$ cat src/rtl/dfs_pkg.sv
package dfs_pkg;
  localparam int CMD_W   = 32;
  localparam int LEN_W   = 21;
  localparam int PAL_BIT = 26;
  localparam int SOF_BIT = 22;
  localparam int EOF_BIT = 21;
  localparam int PIDX_W  = 7;   // 512 bytes of palette = 128 words
  localparam int PCNT_W  = 8;   // holds a palette word count up to 128

  typedef struct packed {
    logic             pal;
    logic             sof_en;
    logic             eof_en;
    logic [LEN_W-1:0] len;
  } cmd_t;

  function automatic cmd_t cmd_unpack(input logic [CMD_W-1:0] w);
    cmd_t c;
    c.pal    = w[PAL_BIT];
    c.sof_en = w[SOF_BIT];
    c.eof_en = w[EOF_BIT];
    c.len    = w[LEN_W-1:0];
    return c;
  endfunction

  function automatic logic [CMD_W-1:0] cmd_pack(input cmd_t c);
    logic [CMD_W-1:0] w;
    w            = '0;
    w[PAL_BIT]   = c.pal;
    w[SOF_BIT]   = c.sof_en;
    w[EOF_BIT]   = c.eof_en;
    w[LEN_W-1:0] = c.len;
    return w;
  endfunction

  // palette words = min(bytes for this depth, length) / 4
  function automatic logic [PCNT_W-1:0] pal_word_cnt(input logic [1:0] depth,
                                                     input logic [LEN_W-1:0] len);
    logic [LEN_W-1:0] pb;
    pb = (depth == 2'd3) ? LEN_W'(512) : (depth == 2'd2) ? LEN_W'(32) : LEN_W'(8);
    if (len < pb) pb = len;
    return pb[PCNT_W+1:2];
  endfunction
endpackage

$ cat src/rtl/dfs_desc_chk.sv
module dfs_desc_chk
  import dfs_pkg::*;
(
  input  logic [LEN_W-1:0] len,
  input  logic             pal,
  input  logic             pal_ok,
  output logic             bad
);
  always_comb begin
    bad = (len == '0) || (len[1:0] != 2'b00) || (pal && !pal_ok);
  end
endmodule

$ cat src/rtl/dfs_arb.sv
module dfs_arb #(
  parameter int N  = 2,
  parameter int IW = 1
) (
  input  logic [N-1:0]  req,
  output logic [IW-1:0] idx,
  output logic          any
);
  // lowest index wins
  always_comb begin
    idx = '0;
    for (int i = N - 1; i >= 0; i--) begin
      if (req[i]) idx = IW'(i);
    end
    any = |req;
  end
endmodule

$ cat src/rtl/dfs_chan.sv
module dfs_chan
  import dfs_pkg::*;
#(
  parameter int AW     = 32,
  parameter bit PAL_OK = 1'b1
) (
  input  logic              clk,
  input  logic              rst_n,
  input  logic              load,
  input  logic [LEN_W-1:0]  len,
  input  logic              eof_en_in,
  input  logic [AW-1:0]     base,
  input  logic [PCNT_W-1:0] pwords,
  input  logic              take,
  output logic              busy,
  output logic [AW-1:0]     addr,
  output logic              to_pal,
  output logic [PIDX_W-1:0] pidx,
  output logic              last,
  output logic              eof_en
);
  logic              busy_q;
  logic [AW-1:0]     addr_q;
  logic [LEN_W-1:0]  rem_q;
  logic [PCNT_W-1:0] palrem_q;
  logic [PIDX_W-1:0] pidx_q;
  logic              eofen_q;

  always_ff @(posedge clk) begin
    if (!rst_n) begin
      busy_q   <= 1'b0;
      addr_q   <= '0;
      rem_q    <= '0;
      palrem_q <= '0;
      pidx_q   <= '0;
      eofen_q  <= 1'b0;
    end else if (load) begin
      busy_q   <= 1'b1;
      addr_q   <= base;
      rem_q    <= len;
      palrem_q <= PAL_OK ? pwords : '0;
      pidx_q   <= '0;
      eofen_q  <= eof_en_in;
    end else if (take) begin
      addr_q <= addr_q + AW'(4);
      rem_q  <= rem_q - LEN_W'(4);
      if (rem_q == LEN_W'(4)) busy_q <= 1'b0;
      if (palrem_q != '0) begin
        palrem_q <= palrem_q - PCNT_W'(1);
        pidx_q   <= pidx_q + PIDX_W'(1);
      end
    end
  end

  assign busy   = busy_q;
  assign addr   = addr_q;
  assign to_pal = busy_q && (palrem_q != '0);
  assign pidx   = pidx_q;
  assign last   = (rem_q == LEN_W'(4));
  assign eof_en = eofen_q;


  take_busy_chk: assert property (@(posedge clk) disable iff (!rst_n)
    take |-> (busy_q && rem_q >= LEN_W'(4)));

  busy_len_chk: assert property (@(posedge clk) disable iff (!rst_n)
    busy_q |-> (rem_q != '0));

  load_idle_chk: assert property (@(posedge clk) disable iff (!rst_n)
    load |-> !busy_q);
endmodule

$ cat src/rtl/dfs_seq.sv
module dfs_seq
  import dfs_pkg::*;
#(
  parameter int NCH = 2,
  parameter int AW  = 32,
  localparam int CW = (NCH > 1) ? $clog2(NCH) : 1
) (
  input  logic                 clk,
  input  logic                 rst_n,
  input  logic [1:0]           pix_depth,
  input  logic                 desc_valid,
  output logic                 desc_ready,
  input  logic [CW-1:0]        desc_chan,
  input  logic [CMD_W-1:0]     desc_cmd,
  input  logic [AW-1:0]        desc_addr,
  output logic [AW-1:0]        mem_addr,
  output logic [CW-1:0]        mem_chan,
  input  logic                 mem_rvalid,
  output logic                 mem_rready,
  input  logic [31:0]          mem_rdata,
  output logic                 pix_valid,
  input  logic                 pix_ready,
  output logic [31:0]          pix_data,
  output logic [CW-1:0]        pix_chan,
  output logic                 pal_we,
  output logic [PIDX_W-1:0]    pal_idx,
  output logic [31:0]          pal_data,
  output logic [3*NCH-1:0]     stat,
  input  logic [3*NCH-1:0]     stat_clr,
  output logic [NCH*CMD_W-1:0] cmd_regs
);
  localparam int PAL_CH = 0;

  cmd_t              dcmd;
  logic              accept, bad, pal_ok;
  logic [PCNT_W-1:0] pwords;
  logic [NCH-1:0]    ch_busy, ch_topal, ch_last, ch_eofen, ch_load, ch_take;
  logic [AW-1:0]     ch_addr [NCH];
  logic [PIDX_W-1:0] ch_pidx [NCH];
  logic [CMD_W-1:0]  cmd_q   [NCH];
  logic [CW-1:0]     gidx;
  logic              gany, g_topal, take;
  logic [NCH-1:0]    set_sof, set_eof, set_err;
  logic [3*NCH-1:0]  stat_q;

  assign dcmd       = cmd_unpack(desc_cmd);
  assign pal_ok     = (desc_chan == CW'(PAL_CH));
  assign desc_ready = !ch_busy[desc_chan];
  assign accept     = desc_valid && desc_ready;
  assign pwords     = dcmd.pal ? pal_word_cnt(pix_depth, dcmd.len) : '0;

  dfs_desc_chk u_chk (
    .len(dcmd.len), .pal(dcmd.pal), .pal_ok(pal_ok), .bad(bad)
  );

  dfs_arb #(.N(NCH), .IW(CW)) u_arb (
    .req(ch_busy), .idx(gidx), .any(gany)
  );

  // shared read port goes to the granted channel
  assign g_topal    = ch_topal[gidx];
  assign mem_addr   = ch_addr[gidx];
  assign mem_chan   = gidx;
  assign mem_rready = gany && (g_topal || pix_ready);
  assign take       = mem_rvalid && mem_rready;
  assign pix_valid  = mem_rvalid && gany && !g_topal;
  assign pix_data   = mem_rdata;
  assign pix_chan   = gidx;
  assign pal_we     = mem_rvalid && gany && g_topal;
  assign pal_idx    = ch_pidx[gidx];
  assign pal_data   = mem_rdata;

  for (genvar c = 0; c < NCH; c++) begin : g_ch
    assign ch_load[c] = accept && !bad && (desc_chan == CW'(c));
    assign ch_take[c] = take && (gidx == CW'(c));

    dfs_chan #(.AW(AW), .PAL_OK(c == PAL_CH)) u_chan (
      .clk(clk), .rst_n(rst_n), .load(ch_load[c]), .len(dcmd.len),
      .eof_en_in(dcmd.eof_en), .base(desc_addr), .pwords(pwords),
      .take(ch_take[c]), .busy(ch_busy[c]), .addr(ch_addr[c]),
      .to_pal(ch_topal[c]), .pidx(ch_pidx[c]), .last(ch_last[c]),
      .eof_en(ch_eofen[c])
    );

    always_ff @(posedge clk) begin
      if (!rst_n) cmd_q[c] <= '0;
      else if (accept && desc_chan == CW'(c)) cmd_q[c] <= cmd_pack(dcmd);
    end
    assign cmd_regs[c*CMD_W +: CMD_W] = cmd_q[c];

    assign set_sof[c] = ch_load[c] && dcmd.sof_en;
    assign set_eof[c] = ch_take[c] && ch_last[c] && ch_eofen[c];
    assign set_err[c] = accept && bad && (desc_chan == CW'(c));


    cmd_hold_chk: assert property (@(posedge clk) disable iff (!rst_n)
      !(accept && desc_chan == CW'(c)) |=> $stable(cmd_q[c]));
  end

  always_ff @(posedge clk) begin
    if (!rst_n) stat_q <= '0;
    else        stat_q <= (stat_q & ~stat_clr) | {set_err, set_eof, set_sof};
  end
  assign stat = stat_q;


  stall_chk: assert property (@(posedge clk) disable iff (!rst_n)
    (pix_valid && !pix_ready) |-> !mem_rready);

  prio_chk: assert property (@(posedge clk) disable iff (!rst_n)
    (ch_busy[0] && mem_rready) |-> (mem_chan == CW'(0)));

  err_flag_chk: assert property (@(posedge clk) disable iff (!rst_n)
    (accept && bad) |=> (stat_q[2*NCH +: NCH] != '0));

  sof_chk: assert property (@(posedge clk) disable iff (!rst_n)
    (ch_load != '0 && dcmd.sof_en) |=> (stat_q[NCH-1:0] != '0));
endmodule

$ cat config.mk
export PLATFORM = sky130hd
export DESIGN_NAME = dfs_seq
export DESIGN_NICKNAME = d
export VERILOG_FILES = /design/src/rtl/dfs_pkg.sv /design/src/rtl/dfs_desc_chk.sv /design/src/rtl/dfs_arb.sv /design/src/rtl/dfs_chan.sv /design/src/rtl/dfs_seq.sv
export SDC_FILE = /design/constraint.sdc
export NUM_CORES = 1
export LEC_CHECK = 0
export BUFFER_PORTS_ARGS = -buffer_cell sky130_fd_sc_hd__buf_2
export CORE_MARGIN = 2
export CORE_UTILIZATION = 54
export DETAILED_ROUTE_END_ITERATION = 8
export GPL_TIMING_DRIVEN = 0
export PLACE_DENSITY = 0.82
export SKIP_LAST_GASP = 1
export SLEW_MARGIN = 20
export SYNTH_ARGS = -nofsm -noshare
export SYNTH_HDL_FRONTEND = slang
export SYNTH_SLANG_ARGS = --single-unit
$ cat constraint.sdc
create_clock -name clk -period 2.7 [get_ports clk]
set_input_delay 0.27 -clock clk [delete_from_list [all_inputs] [get_ports clk]]
set_output_delay 0.27 -clock clk [all_outputs]
set_load 0.03 [all_outputs]
# After elaboration in Yosys (flattened, before gate mapping)
# Memory sizes are Yosys's and may differ from the RTL's.
# Index checks and enable logic that the tools add are counted.
# word_totals
ff_bits	146
ramBits	48
elab_cells	129
mem_count	1
# classes
n_addsub	8
order_cmp	4
eq_ne	4
muxes	42
bitwise_logic	9
n_reduce_logical	48
# mem_list
name	words	width	rd	rd_ports_with_merged_regs	wr	line	rtl
cmd_q	2	24	2	0	2	dfs_seq.sv:40	logic [CMD_W-1:0] cmd_q [NCH];
# op_table
cell	count
$mux W32	7
$mux W21	4
$add A32 B3 Y32 const B	2
$mux W24	2
$eq A21 B3 Y1 const B	2
$sub A21 B3 Y21 const B	2
$mux W8	4
$logic_and A1 B1 Y1	25
$logic_not A21 Y1	1
$lt A21 B10 Y1	1
$mux W7	3
$mux W10	2
$mux W1	19
$reduce_bool A8 Y1	2
$sub A8 B1 Y8 const B	2
$add A7 B1 Y7 const B	2
$reduce_bool A2 Y1	6
$reduce_and A2 Y1	5
$and A6 B6 Y6	1
$mux W6	1
$not A6 Y6	1
$or A6 B6 Y6	1
$reduce_or A2 Y1	3
$eq A2 B2 Y1 const B	2
7 further kinds	15

# Depth between registers and ports, before layout
# Gate-level depths: netlist of run 1.
# logic_depth
depth_word	11
mapped_depth	9
mapped_depth_nobuf	7

# By module
# Synthesis of run 1 repeated with hierarchy kept, for this count alone.
# unflattened
hier_cells	1218
area_unflattened_um2	10931.7
# by_module_without_submodules
mod	instances	cells_each	area_each_um2	seq_area_each_um2
dfs_chan (g_ch[0].u_chan)	1	480	3883.7	1401.3
dfs_chan (g_ch[1].u_chan)	1	425	3532.1	1401.3
dfs_seq	1	303	3419.5	1561.5
dfs_desc_chk	1	8	83.8	0.0
dfs_arb	1	2	12.5	0.0

# Least setup slack after synthesis of run 1
# No wires, ideal clock.
# synth_timing
path_type	reg-to-output
from	register g_ch[0].u_chan.busy_q
to	output port pal_idx[3]
t_arrival_ns	1.792
required_time_ns	2.430
slack_ns	0.638
path_stages_with_launch	5
n_path_buf	2
path_cell_list	dfxtp_1 > buf_2 > nor2_1 > clkbuf_1 > mux2_2
# synth_via
elab_chain_len	5
# synth_rtl
item	line	rtl
start, declared	dfs_chan.sv:22	logic busy_q;
start signal, assigned	dfs_chan.sv:31	busy_q <= 1'b0;
start signal, assigned	dfs_chan.sv:38	busy_q <= 1'b1;
start signal, assigned	dfs_chan.sv:47	if (rem_q == LEN_W'(4)) busy_q <= 1'b0;
$mux W1	dfs_arb.sv:13	if (req[i]) idx = IW'(i);
named net mem_chan	dfs_seq.sv:17	output logic [CW-1:0] mem_chan,
$not A1 Y2 (not written as such)	dfs_seq.sv:70	assign pal_idx = ch_pidx[gidx];
$mux W7 (not written as such) (3 in a row)	dfs_seq.sv:70	
end, declared	dfs_seq.sv:26	output logic [PIDX_W-1:0] pal_idx,
# The timed path passes the listed nets, and every way through them passes these cells. The select of a mux whose other input is x is not followed.

# Worst setup path after layout of run 1
# layout_timing
from	register g_ch[1].u_chan.busy_q
to	output port mem_addr[8]
# layout_via
elab_chain_len	6
# layout_rtl
item	line	rtl
start, declared	dfs_chan.sv:22	
start signal, assigned	dfs_chan.sv:31	
start signal, assigned	dfs_chan.sv:38	
start signal, assigned	dfs_chan.sv:47	
$mux W1 (2 in a row)	dfs_arb.sv:13	
$not A1 Y2 (not written as such)	dfs_seq.sv:62	assign mem_addr = ch_addr[gidx];
$mux W32 (not written as such) (3 in a row)	dfs_seq.sv:62	
end, declared	dfs_seq.sv:16	output logic [AW-1:0] mem_addr,
# No other way between the ends. The select of a mux whose other input is x is not followed.

==> results of run 1 <==
-- worst max-delay path, stage by stage (launching register included) --
cell and delay, ns:
dfxtp_1 0.56, inv_1 0.18, nor2_4 0.30, clkbuf_4 0.35
mux2_2 0.38, buf_2 0.18
-- metal layers --
| layer | up-vias | track usage [%] |
|---|---|---|
| met2 | 828 | 54.3 |
| met4 | 0 | 17.8 |
| met5 | - | 0 |
| met1 | 5135 | 43.0 |
| met3 | 187 | 7.05 |
| li1 | 4908 | - |
-- cell usage in the layout (no fill, tap or decap), types with 5 or more instances in the layout --
cell	n
dfxtp_1	146
o21ai_0	43
mux2_2	39
nand2_1	96
o211ai_1	14
xnor2_1	15
nor3b_1	5
nand4_1	31
edfxtp_1	48
nand2b_1	11
buf_2	245
a211oi_1	14
o311ai_0	11
nor2_1	59
nand3b_1	8
clkbuf_1	37
inv_1	25
a22oi_1	8
mux2i_1	6
ha_1	14
and3_1	37
or3_1	20
conb_1	16
nor3_1	30
a21oi_1	84
or4_1	15
a2bb2oi_1	14
nand3_1	79
and4_1	7
and2_1	26
clkbuf_16	17
buf_4	86
a31oi_1	35
xor2_1	35
nor4_1	13
-- where the power goes --
group | switching, uW | internal, uW
sequential | 77.7 | 3080
combinational | 704 | 347
clock | 1200 | 1410
-- repair_timing --
action                                  4_1_cts  5_1_grt
endpoints found under the setup margin       40       17
gates resized for setup                       8        7
pin swaps                                     0        0
buffers inserted                              0        0
-- flip-flops by register name (all words and copies together) (netlist names) --
signal	flops
g_ch.u_chan.addr	64
g_ch.u_chan.pidx	14
cmd_q	48
g_ch.u_chan.busy	2
g_ch.u_chan.eof_en	2
g_ch.u_chan.rem_q	42
g_ch.u_chan.palrem_q	16
stat	6
-- area by class of cell --
type | instances | share of cell area (%)
timing repair buffer | 231 | 8.87
inverter | 25 | 0.720
multi-input combinational | 862 | 42.8
clock inverter | 12 | 1.13
antenna | 1 | 0.0192
clock buffer | 20 | 3.43
buffer | 146 | 7.03
tap | 265 | 2.54
sequential | 194 | 33.5
-- worst paths after layout --
| check | end | startpoint | depth (start not counted) |
|---|---|---|---|
| hold / removal | g_ch[0].u_chan.addr[0] | desc_addr[0] | 3 |
| hold reg to reg | g_ch[1].u_chan.addr[0] | g_ch[1].u_chan.addr[0] | 2 |
| setup / recovery | mem_addr[8] | g_ch[1].u_chan.busy | 5 |
| setup reg to reg | g_ch[1].u_chan.addr[31] | g_ch[1].u_chan.busy | 5 |
-- per-stage QoR --
stage	total power, uW	area, um2	setup TNS, ns	setup WS (ns)
after floorplan	3890	10900	0	0.638
after global placement	4230	12400	-2.82	-0.166
after detailed placement	4240	12400	-2.36	-0.172
after CTS	6780	13000	0	0.0193
after global routing	6980	13000	0	0.00352
final	6820	13000	0	0.0311
-- cell families after synthesis --
group / after synthesis / synth area share [%]
adders and majority gates: 14 / 1.61
xor gates and xnor gates: 50 / 4.03
other: 1 / 0.0345
buffers and inverters: 171 / 9.18
AOI/OAI and AO/OA: 270 / 16.7
and+or+nand+nor: 467 / 23.7
DFF: 194 / 40.2
muxes: 45 / 4.60
==> run_results.csv, run 1 <==
group,metric,value,unit
status,status,"finished clean",
synthesis,synth-async-reset-ratio,0,%
grt,grt_max_degree,25,
setup_path,cp.arrival,2.40,ns
synthesis,ys_ff_latch,194,
clocking,h-tree-depth,4,
route,wl_met3,4.44,mm
floorplanning,die_w,146,um
sta,fin_skew,0.0122,ns
sta,hold_viol,0,
route,routed.top_layer,"met4",
floorplanning,die_h,146,um
layout,num-fill-cells,1660,
synthesis,ys_types,78,
sta,worstMarginPinSlew,0.979,ns
layout,nets,1601,
placed_design,hpwlAfterDp,27.3,mm
grt,grt_usage,33.8,%
grt,grt_pass1_vias,10000,
layout,multi_input_area,0.00558,mm2
floorplanning,core,0.0196,mm2
sta,period_needed,2.67,ns
route,drc_errors,0,
clocking,clockBufferDepth,2,
grt,grt-ovfl-total,0,
placed_design,place_congestion,0.975,
setup_path,crit_path_start_kind,"register",
route,drt_iter0_drc,1233,
sta,holdWs,0.0764,ns
sta,max_freq,375,MHz
setup_path,endpoint_kind,"primary output",
clocking,cts_sinks,194,
sta,slew_headroom,34.6,%
job,cap_violations,0,
synthesis,synth_top_area_cell,"dfxtp_1",
clocking,clock_latency,0.45,ns
clocking,clkTransAtPathRegs,0.07,ns
placed_design,place_inst,1723,
floorplanning,die_area,0.0213,mm2
setup_path,critPathKind,"reg -> out",
layout,layout-drive-gt1-share,29.9,%
clocking,ctsHoldBuffers,0,
route,dr.pass1.iters,5,
synthesis,synth_most_common_cell,"dfxtp_1",
sta,setup_viol,0,
layout,final_cell_count_no_fill,1756,
route,wl_met1,14.2,mm
floorplanning,ios,289,
layout,register_area,0.00436,mm2
synthesis,ys_seq_area_share,40.2,%
floorplanning,placementRows,51,
synthesis,synth_area,0.0109,mm2
synthesis,synth_top_area_share,26.9,%
layout,final_util,66.6,%
sta,drv_slew,0,
route,ant_nets,0,
synthesis,synth_top_flop_cell,"dfxtp_1",
setup_path,required,2.43,ns
power,ir_drop,0.467,mV
grt,antenna_found_initial,0,
grt,grt_pass1_wl,56.2,mm
power,powerDensity,523,mW/mm2
route,wl,37.4,mm
power,leakage,0.00532,uW
placed_design,portBuffers,231,
clocking,cts_buffers,17,
synthesis,synth_cells,1212,
clocking,tritoncts,"built",
floorplanning,start_util,55.4,%
synthesis,syn_area_per_cell,8.96,um2
route,viasPerCell,6.30,
sta,rsz0062_at_grt,"no",
route,wl_met2,16.7,mm
synthesis,synth_common_cells,"dfxtp_1, nand2_1, buf_4",
synthesis,yosys_warnings,0,
synthesis,synth_enable_flop_cells,48,
synthesis,synth_area_leaders,"dfxtp_1, edfxtp_1, buf_4, mux2_2, a21oi_1",
route,post_drt_wl_per_cell,21.3,um
clocking,root_buffer,"clkbuf_16",
layout,syn_to_final_growth,20.1,%
route,vias,11100,
min_path,hold_class,"in -> reg",
sta,timing.final.crit_share,98.8,%
setup_path,ff2ff_setup_slack,0.04,ns
setup_path,crit_path_max_fanout,10,
Power figures use the tool's default switching activity.
==> run 2, diff against run 1 <==
--- a/config.mk
+++ b/config.mk
@@ -5,11 +5,10 @@
 export SDC_FILE = /design/constraint.sdc
 export NUM_CORES = 1
 export LEC_CHECK = 0
-export BUFFER_PORTS_ARGS = -buffer_cell sky130_fd_sc_hd__buf_2
+export BUFFER_PORTS_ARGS = -buffer_cell sky130_fd_sc_hd__buf_4
 export CORE_MARGIN = 2
 export CORE_UTILIZATION = 54
 export DETAILED_ROUTE_END_ITERATION = 8
-export GPL_TIMING_DRIVEN = 0
 export PLACE_DENSITY = 0.82
 export SKIP_LAST_GASP = 1
 export SLEW_MARGIN = 20
==> run 2 against run 1 <==
  * Sequential cell count did not move
  * Combinational power is 20% lower
  * Wire length decreased by 21%
==> run_results.csv, run 2 (synthesized netlist as in run 1, its figures left out) <==
group,metric,value,unit
sta,setup_tns,0,ns
floorplanning,start_util,55.4,%
clocking,tritoncts,"built",
min_path,min_path_cells,3,
sta,rsz0062_at_grt,"no",
clocking,cts_buffers,17,
sta,slew_headroom,31.5,%
setup_path,r2r_cells,8,
clocking,h-tree-depth,4,
sta,period_needed,2.48,ns
power,leakage,0.00480,uW
clocking,cts_sinks,194,
clocking,ctsResizeCount,0,
sta,timing.final.crit_share,91.9,%
floorplanning,die_area,0.0213,mm2
sta,holdWs,0.0834,ns
setup_path,cpPeakStageDelay,0.40,ns
placed_design,place_congestion,0.916,
power,comb_power_share,12.7,%
layout,antenna-diode-count,0,
route,wl,29.6,mm
layout,syn_to_final_growth,15.9,%
route,vias,9769,
floorplanning,placementRows,51,
job,cap_violations,0,
power,pwr-share-seq,47.6,%
setup_path,ff2ff_setup_slack,0.27,ns
sta,worstMarginPinSlew,1.02,ns
layout,num-fill-cells,1581,
setup_path,critPathKind,"reg -> out",
power,ir_drop,0.482,mV
clocking,clockBufferDepth,2,
route,viasPerCell,6.18,
grt,grt_max_degree,92,
setup_path,crit_path_max_fanout,3,
grt,grt-ovfl-total,0,
floorplanning,die_w,146,um
layout,final_util,64.3,%
setup_path,cp_cell_sequence,"inv_1, ha_1, nor3b_1, nand2_1, a22o_1, o22a_1, buf_4",
sta,hold_viol,0,
layout,largest_reg_flops,64,
clocking,root_buffer,"clkbuf_16",
route,drc_errors,0,
floorplanning,core,0.0196,mm2
clocking,clock_latency,0.44,ns
power,p_sw,1770,uW
setup_path,crit_family,"simple AND/OR/NAND/NOR gates",
route,dr.pass1.iters,5,
setup_path,cp.arrival,2.21,ns
power,switching_share,26.8,%
grt,grt_pass1_vias,9141,
grt,grt_pass1_wl,47.4,mm
placed_design,hpwlAfterDp,20.8,mm
power,pwr-share-clk,39.7,%
placed_design,portBuffers,168,
setup_path,slowest_stage,"nor3b_1",
layout,nets,1428,
status,status,"finished clean",
sta,setup_viol,0,
grt,antenna_found_initial,0,
setup_path,crit_path_start_kind,"register",
setup_path,required,2.43,ns
power,powerDensity,526,mW/mm2
route,drt_iter0_drc,828,
setup_path,path_buf_inv,2,
grt,grt_usage,27.2,%
floorplanning,ios,289,
sta,max_freq,403,MHz
power,p_int,4850,uW
clocking,clkTransAtPathRegs,0.08,ns
layout,layout.cells.most_common,"buf_4",
floorplanning,die_h,146,um
layout,layout-drive-gt1-share,23.9,%
sta,fin_skew,0.0144,ns
route,post_drt_wl_per_cell,18.7,um
layout,mostFrequentLayoutCells,"buf_4, dfxtp_1, nand2_1, a21oi_1, nand3_1",
route,ant_nets,0,
setup_path,endpoint_kind,"primary output",
sta,drv_slew,0,
setup_path,crit_cells,7,
min_path,hold_class,"in -> reg",
[run 2: cell types whose count changed in the layout (fill, tap and decap cells not counted), sizes merged]
cell	change
buf	-133
bufinv	+1
clkbuf	-42
inv	+3
diode	-1
clkinvlp	-2
[run 2: path summary, 6_finish.rpt]
check	startpoint	endpoint
max reg2reg	g_ch[1].u_chan.palrem_q[0]	g_ch[1].u_chan.addr[8]
min reg2reg	g_ch[1].u_chan.addr[0]	g_ch[1].u_chan.addr[0]
max	g_ch[0].u_chan.palrem_q[0]	mem_rready
min	desc_addr[0]	g_ch[0].u_chan.addr[0]
[run 2: through the flow]
stage,cells,total power (uW),cell area [um2],setup slack [ns]
floorplan,1227,3890,10900,0.638
global placement,1549,4020,12000,0.350
detailed placement,1549,4040,12000,0.249
CTS,1581,6610,12600,0.127
global route,1582,6800,12600,0.0289
finish,1582,6620,12600,0.217
[run 2: cell type report]
type	instances	area (um2)	share of cell area, %
Sequential cell	194	4360	34.7
Tap cell	265	332	2.63
Timing Repair Buffer	204	1610	12.8
Multi-Input combinational cell	862	5590	44.4
Clock inverter	14	165	1.31
Clock buffer	18	439	3.49
Inverter	25	93.8	0.745
[run 2: power groups by stage]
stage	logic [uW]	clock network, uW	registers, uW
2_1_floorplan	591	0	3300
3_3_place_gp	814	0	3210
3_5_place_dp	827	0	3210
4_1_cts	832	2630	3150
5_1_grt	894	2740	3160
6_report	841	2630	3150
[run 2: routing by layer]
layer  up-vias  part of all wire, %  global-route usage (%)
li1       4560                    -                       -
met2       545                   46                    44.6
met4         0                  3.6                    12.4
met1      4575                   41                    35.1
met3        89                  9.3                    5.02
met5         -                    0                       0
[run 2: timing repair]
| item | CTS | global route |
|---|---|---|
| buffers inserted | 0 | 1 |
| hold buffers | 0 | 0 |
| setup endpoints to repair | 0 | 1 |
[run 2: tightest hold or removal path: stages]
cell and delay [ns]:
buf_4 0.12, nand2_1 0.05, a21oi_1 0.05
==> run 3, diff against run 2 <==
--- a/config.mk
+++ b/config.mk
@@ -9,7 +9,7 @@
 export CORE_MARGIN = 2
 export CORE_UTILIZATION = 54
 export DETAILED_ROUTE_END_ITERATION = 8
-export PLACE_DENSITY = 0.82
+export PLACE_DENSITY_LB_ADDON = 0.15
 export SKIP_LAST_GASP = 1
 export SLEW_MARGIN = 20
 export SYNTH_ARGS = -nofsm -noshare
==> run 3 against run 2 <==
  * Non-clock buffer count up 1
  * Clock power is 5% lower
  * Count of clock-buffer cells in the layout unchanged
  * Total power is 1.7% lower
  * Global-route usage down 0.15 points
  * Setup slack lost 0.13 ns
  * Core utilization rose by 0.057 points
  * Clock skew rose by 0.0032 ns
  * Sequential power hardly changed
  * Wire length fell by 0.18%
  * Maximum frequency shrank 4.9%
==> run_results.csv, run 3 (synthesized netlist as in run 1, its figures left out) <==
group,metric,value,unit
status,status,"finished clean",
setup_path,endpoint_kind,"primary output",
layout,nets,1429,
placed_design,hpwlAfterDp,20.8,mm
job,cap_violations,0,
power,leakage,0.00479,uW
clocking,ctsResizeCount,0,
clocking,cts_buffers,17,
min_path,hold_class,"in -> reg",
clocking,ctsHoldBuffers,0,
route,wl,29.6,mm
sta,fin_skew,0.0176,ns
layout,layout-drive-gt1-share,24.0,%
power,comb_power_share,12.9,%
layout,largest_reg_flops,64,
floorplanning,die_w,146,um
grt,grt-ovfl-total,0,
layout,antenna-diode-count,0,
route,dr.pass1.iters,5,
sta,rsz0062_at_grt,"no",
grt,grt_max_degree,92,
route,vias,9571,
route,post_drt_wl_per_cell,18.7,um
floorplanning,ios,289,
floorplanning,start_util,55.4,%
placed_design,place_congestion,0.910,
setup_path,crit_path_max_fanout,11,
floorplanning,die_h,146,um
power,p_sw,1810,uW
route,viasPerCell,6.05,
route,ant_nets,0,
layout,num-fill-cells,1672,
setup_path,critPathKind,"reg -> out",
grt,grt_pass1_wl,46.9,mm
layout,syn_to_final_growth,16.0,%
clocking,clock_latency,0.44,ns
power,pwr-share-clk,38.6,%
sta,worstMarginPinSlew,0.722,ns
sta,slew_headroom,51.8,%
floorplanning,die_area,0.0213,mm2
route,drt_iter0_drc,709,
sta,hold_viol,0,
layout,mostFrequentLayoutCells,"buf_4, dfxtp_1, nand2_1, a21oi_1, nand3_1",
power,p_int,4700,uW
clocking,post_cts_buffers,0,
layout,multi_input_area,0.00560,mm2
grt,grt_usage,27.1,%
placed_design,portBuffers,168,
clocking,cts_sinks,194,
power,switching_share,27.8,%
sta,drv_slew,0,
setup_path,crit_path_start_kind,"register",
clocking,clkTransAtPathRegs,0.07,ns
setup_path,cp.arrival,2.34,ns
power,ir_drop,0.555,mV
sta,holdWs,0.0810,ns
route,drc_errors,0,
clocking,tritoncts,"built",
sta,timing.final.crit_share,96.7,%
sta,max_freq,383,MHz
sta,period_needed,2.61,ns
floorplanning,placementRows,51,
sta,setup_tns,0,ns
power,pwr-share-seq,48.4,%
clocking,clockBufferDepth,2,
layout,layout.cells.most_common,"buf_4",
clocking,root_buffer,"clkbuf_16",
floorplanning,core,0.0196,mm2
setup_path,required,2.43,ns
layout,register_area,0.00436,mm2
grt,antenna_found_initial,0,
grt,grt_pass1_vias,8934,
clocking,h-tree-depth,4,
power,powerDensity,516,mW/mm2
sta,setup_viol,0,
==> run 3: changes by cell type in the layout (fill, tap and decap cells not counted), sizes merged <==
| cell | before | now |
|---|---|---|
| buf | 204 | 205 |
| bufinv | 3 | 1 |
| clkinv | 4 | 6 |
| clkinvlp | 0 | 1 |
| inv | 32 | 31 |
==> run 3: path summary, 6_finish.rpt <==
check / start / end / slack [ns] / cells past startpoint
min: desc_addr[6] / g_ch[0].u_chan.addr[6] / 0.08 / 3
max reg2reg: g_ch[1].u_chan.palrem_q[0] / g_ch[1].u_chan.addr[8] / 0.26 / 8
min reg2reg: g_ch[0].u_chan.eof_en / g_ch[0].u_chan.eof_en / 0.46 / 2
max: g_ch[1].u_chan.busy / mem_addr[8] / 0.09 / 6
==> run 3: per-layer routing <==
| metal | vias to the layer above | part of all wire, % | global-route usage (%) |
|---|---|---|---|
| met4 | 0 | 1.6 | 6.27 |
| met3 | 52 | 7.6 | 4.92 |
| met2 | 425 | 48 | 46.2 |
| met5 | - | 0 | 0 |
| met1 | 4538 | 43 | 35.9 |
| li1 | 4556 | - | - |
==> run 3: final cells by class <==
cell class              instances  share of cell area [%]
multi-input cells             862                    44.4
flip-flops and latches        194                    34.6
repair buffers                205                    13.0
clock buffers                  18                    3.41
well taps                     265                    2.63
clock inverters                14                    1.14
inverters                      25                   0.745
==> run 3: metrics by stage <==
stage	total power [uW]	setup WS [ns]	cells	utilization (%)	cell area [um2]
final	6500	0.0901	1583	64.3	12600
after global routing	6690	0.00405	1583	64.3	12600
after CTS	6500	0.0580	1583	64.3	12600
after detailed placement	4050	0.223	1551	61.4	12000
after global placement	4040	0.290	1551	61.4	12000
after floorplan	3890	0.638	1227	-	10900
==> run 3: critical path: stages, from the launching register on <==
cell and delay, ns:
dfxtp_1 0.44, buf_4 0.16, inv_1 0.10, nor2_4 0.36, buf_4 0.28, mux2_2 0.38
buf_4 0.17
==> run 3: power by group through the flow <==
stage                     logic, uW  registers, uW  clock network [uW]
after floorplan                 591           3300                   0
after global placement          826           3210                   0
after detailed placement        833           3220                   0
after CTS                       836           3150                2520
after global routing            896           3160                2630
final                           840           3150                2510
